### config.mk
export PLATFORM = sky130hd
export DESIGN_NAME = spin_stop_seq
export DESIGN_NICKNAME = d
export VERILOG_FILES = /design/src/rtl/stop_seq_pkg.sv /design/src/rtl/ph_edge.sv /design/src/rtl/cross_ctr.sv /design/src/rtl/stop_fsm.sv /design/src/rtl/stat_bank.sv /design/src/rtl/spin_stop_seq.sv
export SDC_FILE = /design/constraint.sdc
export NUM_CORES = 1
export LEC_CHECK = 0
export BUFFER_PORTS_ARGS = -buffer_cell sky130_fd_sc_hd__buf_2
export CELL_PAD_IN_SITES_DETAIL_PLACEMENT = 1
export CELL_PAD_IN_SITES_GLOBAL_PLACEMENT = 1
export CORE_MARGIN = 2
export CORE_UTILIZATION = 42
export DETAILED_ROUTE_END_ITERATION = 8
export PLACE_DENSITY_LB_ADDON = 0.1
export SETUP_SLACK_MARGIN = 0.2
export SLEW_MARGIN = 10
export SYNTH_ARGS = -nofsm -noshare
export SYNTH_HDL_FRONTEND = slang
export SYNTH_SLANG_ARGS = --single-unit
### constraint.sdc
create_clock -name clk -period 2.6 [get_ports clk]
set_input_delay 0.39 -clock clk [delete_from_list [all_inputs] [get_ports clk]]
set_output_delay 0.39 -clock clk [all_outputs]
set_load 0.02 [all_outputs]
### src/rtl/stop_seq_pkg.sv
// Shared types for the spindle stop sequencer.
// Assumes: status bit positions are fixed, because the host decodes them.
package stop_seq_pkg;
    typedef enum logic [1:0] {
        ST_IDLE  = 2'd0,
        ST_PARK  = 2'd1,
        ST_BRAKE = 2'd2
    } seq_state_t;

    localparam int SB_PARKING  = 0;
    localparam int SB_PARK_END = 1;
    localparam int SB_BRK_GO   = 2;
    localparam int SB_ILIM     = 3;
    localparam int SB_THERM    = 4;
    localparam int SB_W        = 5;
endpackage

### src/rtl/ph_edge.sv
// Synchronises an asynchronous comparator and flags its falling edges.
// Assumes: STAGES >= 2. fall is high for one clock per 1-to-0 transition
// of the synchronised signal.
module ph_edge #(
    parameter int STAGES = 2
) (
    input  logic clk,
    input  logic rst_n,
    input  logic din,
    output logic fall
);
    logic [STAGES-1:0] sync_q;
    logic              last_q;

    for (genvar i = 0; i < STAGES; i++) begin : g_sync
        if (i == 0) begin : g_first
            // First stage: capture the asynchronous input.
            always_ff @(posedge clk) begin
                if (!rst_n) sync_q[0] <= 1'b0;
                else        sync_q[0] <= din;
            end
        end else begin : g_next
            // Later stages: resolve metastability.
            always_ff @(posedge clk) begin
                if (!rst_n) sync_q[i] <= 1'b0;
                else        sync_q[i] <= sync_q[i-1];
            end
        end
    end

    // Previous synchronised value, used for edge detection.
    always_ff @(posedge clk) begin
        if (!rst_n) last_q <= 1'b0;
        else        last_q <= sync_q[STAGES-1];
    end

    // Falling edge: was high, now low.
    always_comb fall = last_q & ~sync_q[STAGES-1];
endmodule

### src/rtl/cross_ctr.sv
// Counts crossing events up to NCROSS.
// Assumes: clr has priority over inc, and inc never comes once the count
// has reached NCROSS.
module cross_ctr #(
    parameter int NCROSS = 128
) (
    input  logic                        clk,
    input  logic                        rst_n,
    input  logic                        clr,
    input  logic                        inc,
    output logic [$clog2(NCROSS+1)-1:0] cnt,
    output logic                        last
);
    localparam int CW = $clog2(NCROSS+1);
    localparam logic [CW-1:0] LAST_VAL = CW'(NCROSS - 1);

    logic [CW-1:0] cnt_q;

    // Count register: cleared by reset or clr, advanced by inc.
    always_ff @(posedge clk) begin
        if (!rst_n)   cnt_q <= '0;
        else if (clr) cnt_q <= '0;
        else if (inc) cnt_q <= cnt_q + 1'b1;
    end

    // The next counted event is the terminal one.
    always_comb last = (cnt_q == LAST_VAL);
    assign cnt = cnt_q;
endmodule

### src/rtl/stop_fsm.sv
// Idle -> park -> brake sequencer for a level stop request.
// Assumes: fall is a one-clock pulse per phase A falling crossing, and
// last is high while the counter is one short of its end.
module stop_fsm
    import stop_seq_pkg::*;
(
    input  logic       clk,
    input  logic       rst_n,
    input  logic       req,
    input  logic       fall,
    input  logic       last,
    output seq_state_t state,
    output logic       park_en,
    output logic       brake_en,
    output logic       ctr_clr,
    output logic       ctr_inc,
    output logic       park_end_ev,
    output logic       brake_go_ev
);
    seq_state_t state_q, state_d;
    logic       done;

    // The terminal crossing arrives while parking with the request held.
    always_comb done = (state_q == ST_PARK) && req && fall && last;

    // Next-state decode.
    always_comb begin
        state_d = state_q;
        case (state_q)
            ST_IDLE:  if (req) state_d = ST_PARK;
            ST_PARK:  if (!req) state_d = ST_IDLE;
                      else if (done) state_d = ST_BRAKE;
            ST_BRAKE: if (!req) state_d = ST_IDLE;
            default:  state_d = ST_IDLE;
        endcase
    end

    // State register.
    always_ff @(posedge clk) begin
        if (!rst_n) state_q <= ST_IDLE;
        else        state_q <= state_d;
    end

    // Outputs, counter control and status events.
    always_comb begin
        park_en     = (state_q == ST_PARK);
        brake_en    = (state_q == ST_BRAKE);
        ctr_clr     = (state_q == ST_IDLE);
        ctr_inc     = (state_q == ST_PARK) && req && fall;
        park_end_ev = (state_q == ST_PARK) && (!req || done);
        brake_go_ev = done;
    end

    assign state = state_q;
endmodule

### src/rtl/stat_bank.sv
// Host-visible status word. It holds live and sticky flags, and a read
// clears the sticky ones.
// Assumes: rd is high for one clock per read. A set on the same clock wins.
module stat_bank
    import stop_seq_pkg::*;
(
    input  logic            clk,
    input  logic            rst_n,
    input  logic            parking,
    input  logic            park_end_ev,
    input  logic            brake_go_ev,
    input  logic            ilim,
    input  logic            therm,
    input  logic            rd,
    output logic [SB_W-1:0] word
);
    localparam int NSTICKY = 3;

    logic [NSTICKY-1:0] set_v;
    logic [NSTICKY-1:0] sticky_q;
    logic               therm_q;

    // Set conditions of the sticky bits: park end, brake start, current limit.
    always_comb set_v = {ilim, brake_go_ev, park_end_ev};

    for (genvar i = 0; i < NSTICKY; i++) begin : g_sticky
        // One sticky flag: a set beats the read clear.
        always_ff @(posedge clk) begin
            if (!rst_n)        sticky_q[i] <= 1'b0;
            else if (set_v[i]) sticky_q[i] <= 1'b1;
            else if (rd)       sticky_q[i] <= 1'b0;
        end
    end

    // Live thermal copy, not affected by reads.
    always_ff @(posedge clk) begin
        if (!rst_n) therm_q <= 1'b0;
        else        therm_q <= therm;
    end

    // Assemble the status word.
    always_comb begin
        word              = '0;
        word[SB_PARKING]  = parking;
        word[SB_PARK_END] = sticky_q[0];
        word[SB_BRK_GO]   = sticky_q[1];
        word[SB_ILIM]     = sticky_q[2];
        word[SB_THERM]    = therm_q;
    end
endmodule

### src/rtl/spin_stop_seq.sv
// Top level of the spindle stop sequencer. It counts park time in phase A
// falling crossings, then brakes, and reports progress in a status word.
// Assumes: stop_req, ilim_cmp, therm_flag and stat_rd are synchronous to clk.
module spin_stop_seq
    import stop_seq_pkg::*;
#(
    parameter int NCROSS      = 128,
    parameter int SYNC_STAGES = 2
) (
    input  logic            clk,
    input  logic            rst_n,
    input  logic            stop_req,
    input  logic            pha_cmp,
    input  logic            ilim_cmp,
    input  logic            therm_flag,
    input  logic            stat_rd,
    output logic            park_en,
    output logic            brake_en,
    output logic [SB_W-1:0] stat_word
);
    localparam int CW = $clog2(NCROSS+1);

    logic          fall, last, ctr_clr, ctr_inc, park_end_ev, brake_go_ev;
    logic [CW-1:0] cnt;
    seq_state_t    state;

    ph_edge #(.STAGES(SYNC_STAGES)) u_edge (
        .clk(clk), .rst_n(rst_n), .din(pha_cmp), .fall(fall)
    );

    cross_ctr #(.NCROSS(NCROSS)) u_ctr (
        .clk(clk), .rst_n(rst_n), .clr(ctr_clr), .inc(ctr_inc),
        .cnt(cnt), .last(last)
    );

    stop_fsm u_fsm (
        .clk(clk), .rst_n(rst_n), .req(stop_req), .fall(fall), .last(last),
        .state(state), .park_en(park_en), .brake_en(brake_en),
        .ctr_clr(ctr_clr), .ctr_inc(ctr_inc),
        .park_end_ev(park_end_ev), .brake_go_ev(brake_go_ev)
    );

    stat_bank u_stat (
        .clk(clk), .rst_n(rst_n), .parking(park_en),
        .park_end_ev(park_end_ev), .brake_go_ev(brake_go_ev),
        .ilim(ilim_cmp), .therm(therm_flag), .rd(stat_rd), .word(stat_word)
    );
endmodule

==> run_results.csv <==
group,metric,value,unit
run_status,status,"finished, final reports clean",
logic_synthesis,seq_area_frac_synth,45.9,%
floorplan,start_util,43.9,%
clocking,cts.sinks,17,
logic_synthesis,synth_warnings,0,
logic_synthesis,synthMuxAreaShare,1.35,%
floorplan,core,1690,um^2
sta,setup_violations,0,
worst_hold_path,min_path_type,"primary input to flop",
floorplan,num_rows,15,
logic_synthesis,synth_top_area_cell,"dfxtp_1",
critical_path,worstPathMaxFanout,7,
logic_synthesis,synth_top_family_by_area,"simple AND/OR/NAND/NOR gates",
sta,max-slew-margin-rel,60.2,%
drt,wl,1470,um
global_routing,grt_pass1_vias,580,
drt,drt_iter0_markers,3,
drt,viasPerCell,5.64,
floorplan,io_pins,14,
clocking,numCtsBuffers,3,
sta,worstMarginPinSlew,0.593,ns
final_layout,drive_gt1_share,20.9,%
global_routing,track_usage,16.7,%
global_routing,overflow,0,
floorplan,die_h,46.0,um
drt,vias,609,
sta,rsz0062_at_grt,"false",
critical_path,cp-end-kind,"primary output",
final_layout,syn2layout_area_growth,12.8,%
critical_path,start_kind,"flop",
clocking,clkLatencyLatePin,0.29,ns
logic_synthesis,synth_area_leaders,"dfxtp_1, a21oi_1, and2_1",
placement,dp_hpwl,1120,um
clocking,cts_tree,"done",
sta,skew,0.00348,ns
drt,drt.antenna.violating_nets,0,
logic_synthesis,avgSynthCellArea,9.64,um^2
sta,slew_violations,0,
global_routing,grt_pass1_wl,2480,um
drt,post-route-drc-count,0,
power,p_leak,0.307,nW
floorplan,die_area,2120,um^2
clocking,holdBufCountCts,0,
clocking,cts_post_setup_buffers_inserted,0,
logic_synthesis,synth_top_area_share,45.9,%
logic_synthesis,syn-num-nets,85,
final_layout,nets,100,
logic_synthesis,ys_ff_latch,17,
power,peakVddDrop,229,uV
clocking,cts_resized,0,
global_routing,grt_start_max_net_pins,12,
critical_path,worstPathArrival,1.19,ns
sta,fin_ws,1.02,ns
placement,post-place-ws,1.07,ns
global_routing,antenna_found_initial,0,
floorplan,die_x,46.0,um
drt,first_pass_iters,4,
sta,fmax,634,MHz
clocking,cts_max_level,1,
logic_synthesis,synth-adder-area-share,1.69,%
final_layout,fin_util,49.6,%
clocking,path_clk_slew,0.10,ns
sta,tns,0,ns
sta,holdWs,0.304,ns
logic_synthesis,synthesis.area,742,um^2
final_layout,diodes,0,
logic_synthesis,synth-xor-area-share,0,%
drt,post_drt_wl_per_cell,13.6,um
clocking,clk_path_buf_depth,2,
sta,final.period_utilization,60.6,%
logic_synthesis,yosysUniqueCellTypes,27,
logic_synthesis,synth_compound_area_share,17.0,%
clocking,cts_root_buf,"clkbuf_4",
placement,gp_congestion,0.693,
power,p_per_area,523,nW/um^2
logic_synthesis,netlist_instances,77,
critical_path,critPathKind,"flop to primary output",
sta,fin_crit,1.58,ns
placement,io_buffers,13,
sta,finalHoldViolCount,0,
flow_run,maxCapViolCount,0,
logic_synthesis,synth_simple_gate_area_share,30.0,%
critical_path,cp.required,2.21,ns
-- worst max-delay path, stage by stage, from the launching register on --
cell,delay [ns]
dfxtp_1,0.47
nor2b_1,0.23
buf_2,0.20
-- kinds of logic after synthesis --
kind of cell	after synthesis
AOI/OAI and AO/OA	20
adders and majority gates	1
buffers and inverters	6
DFF	17
muxes	1
and+or+nand+nor	32
-- Yosys cell counts --
library cell and n:
a21oi_1 7, and2_1 5, and2b_1 1, buf_4 2, clkbuf_1 1, dfxtp_1 17
ha_1 1, inv_1 3, mux2i_1 1, nand2_1 3, nand2b_1 3, nand3_1 1
nand3b_1 1, nand4b_1 3, nand4b_2 1, nor2b_1 4, nor3_1 1, nor4_1 1
nor4_2 1, o21a_1 4, o21ai_0 3, o21ai_1 1, o221a_1 1, o31ai_1 4
or3_1 2, or3b_1 1, or4_1 4
-- placed cells by master (no fill, tap or decap), drive strengths merged, types with 4 or more instances in the layout --
| master | count |
|---|---|
| o31ai | 4 |
| a21oi | 7 |
| o21a | 4 |
| dfxtp | 17 |
| nor2b | 4 |
| or4 | 4 |
| o21ai | 4 |
| nand4b | 4 |
| and2 | 5 |
| buf | 13 |
-- registers in the layout, summed over array words and instances, names as in the netlist --
register        flops
u_edge.sync_q       2
u_ctr.cnt           8
u_fsm.state         2
u_edge.last_q       1
u_stat.therm_q      1
u_stat.word         3
-- worst paths after layout --
kind,start,end,slack (ns),cells after the start
max,u_fsm.state[0],park_en,1.02,2
min reg2reg,u_edge.sync_q[0],u_edge.sync_q[1],0.45,1
min,pha_cmp,u_edge.sync_q[0],0.30,2
max reg2reg,u_ctr.cnt[0],u_stat.word[1],1.06,4
-- area by class of cell --
| class | instances | area, um^2 |
|---|---|---|
| Timing Repair Buffer | 13 | 65.1 |
| Sequential cell | 17 | 340 |
| Inverter | 3 | 11.3 |
| Clock buffer | 3 | 22.5 |
| Clock inverter | 1 | 5.00 |
| Tap cell | 17 | 21.3 |
| Multi-Input combinational cell | 54 | 372 |
| Fill cell | 207 | 852 |
-- per-stage QoR --
stage | instance area, um^2 | instances | power (mW)
5_1_grt | 837 | 108 | 0.462
6_report | 837 | 108 | 0.438
4_1_cts | 837 | 108 | 0.445
3_3_place_gp | 810 | 104 | 0.301
2_1_floorplan | 742 | 77 | 0.292
3_5_place_dp | 810 | 104 | 0.302
-- per-layer routing --
| layer | track usage, % | vias up | wire [um] | share of wire [%] |
|---|---|---|---|---|
| met4 | 8.57 | 0 | 15 | 1.0 |
| met1 | 21.6 | 292 | 709 | 48 |
| li1 | - | 309 | - | - |
| met2 | 25.0 | 6 | 707 | 48 |
| met5 | 0 | - | 0 | 0 |
| met3 | 4.76 | 2 | 39 | 2.6 |
-- where the power goes --
part           switching [mW]  internal [mW]
Combinational          0.0151         0.0111
Clock                  0.0849         0.0571
Sequential            0.00407          0.265
Note: power is estimated with default switching activity, not from simulation.
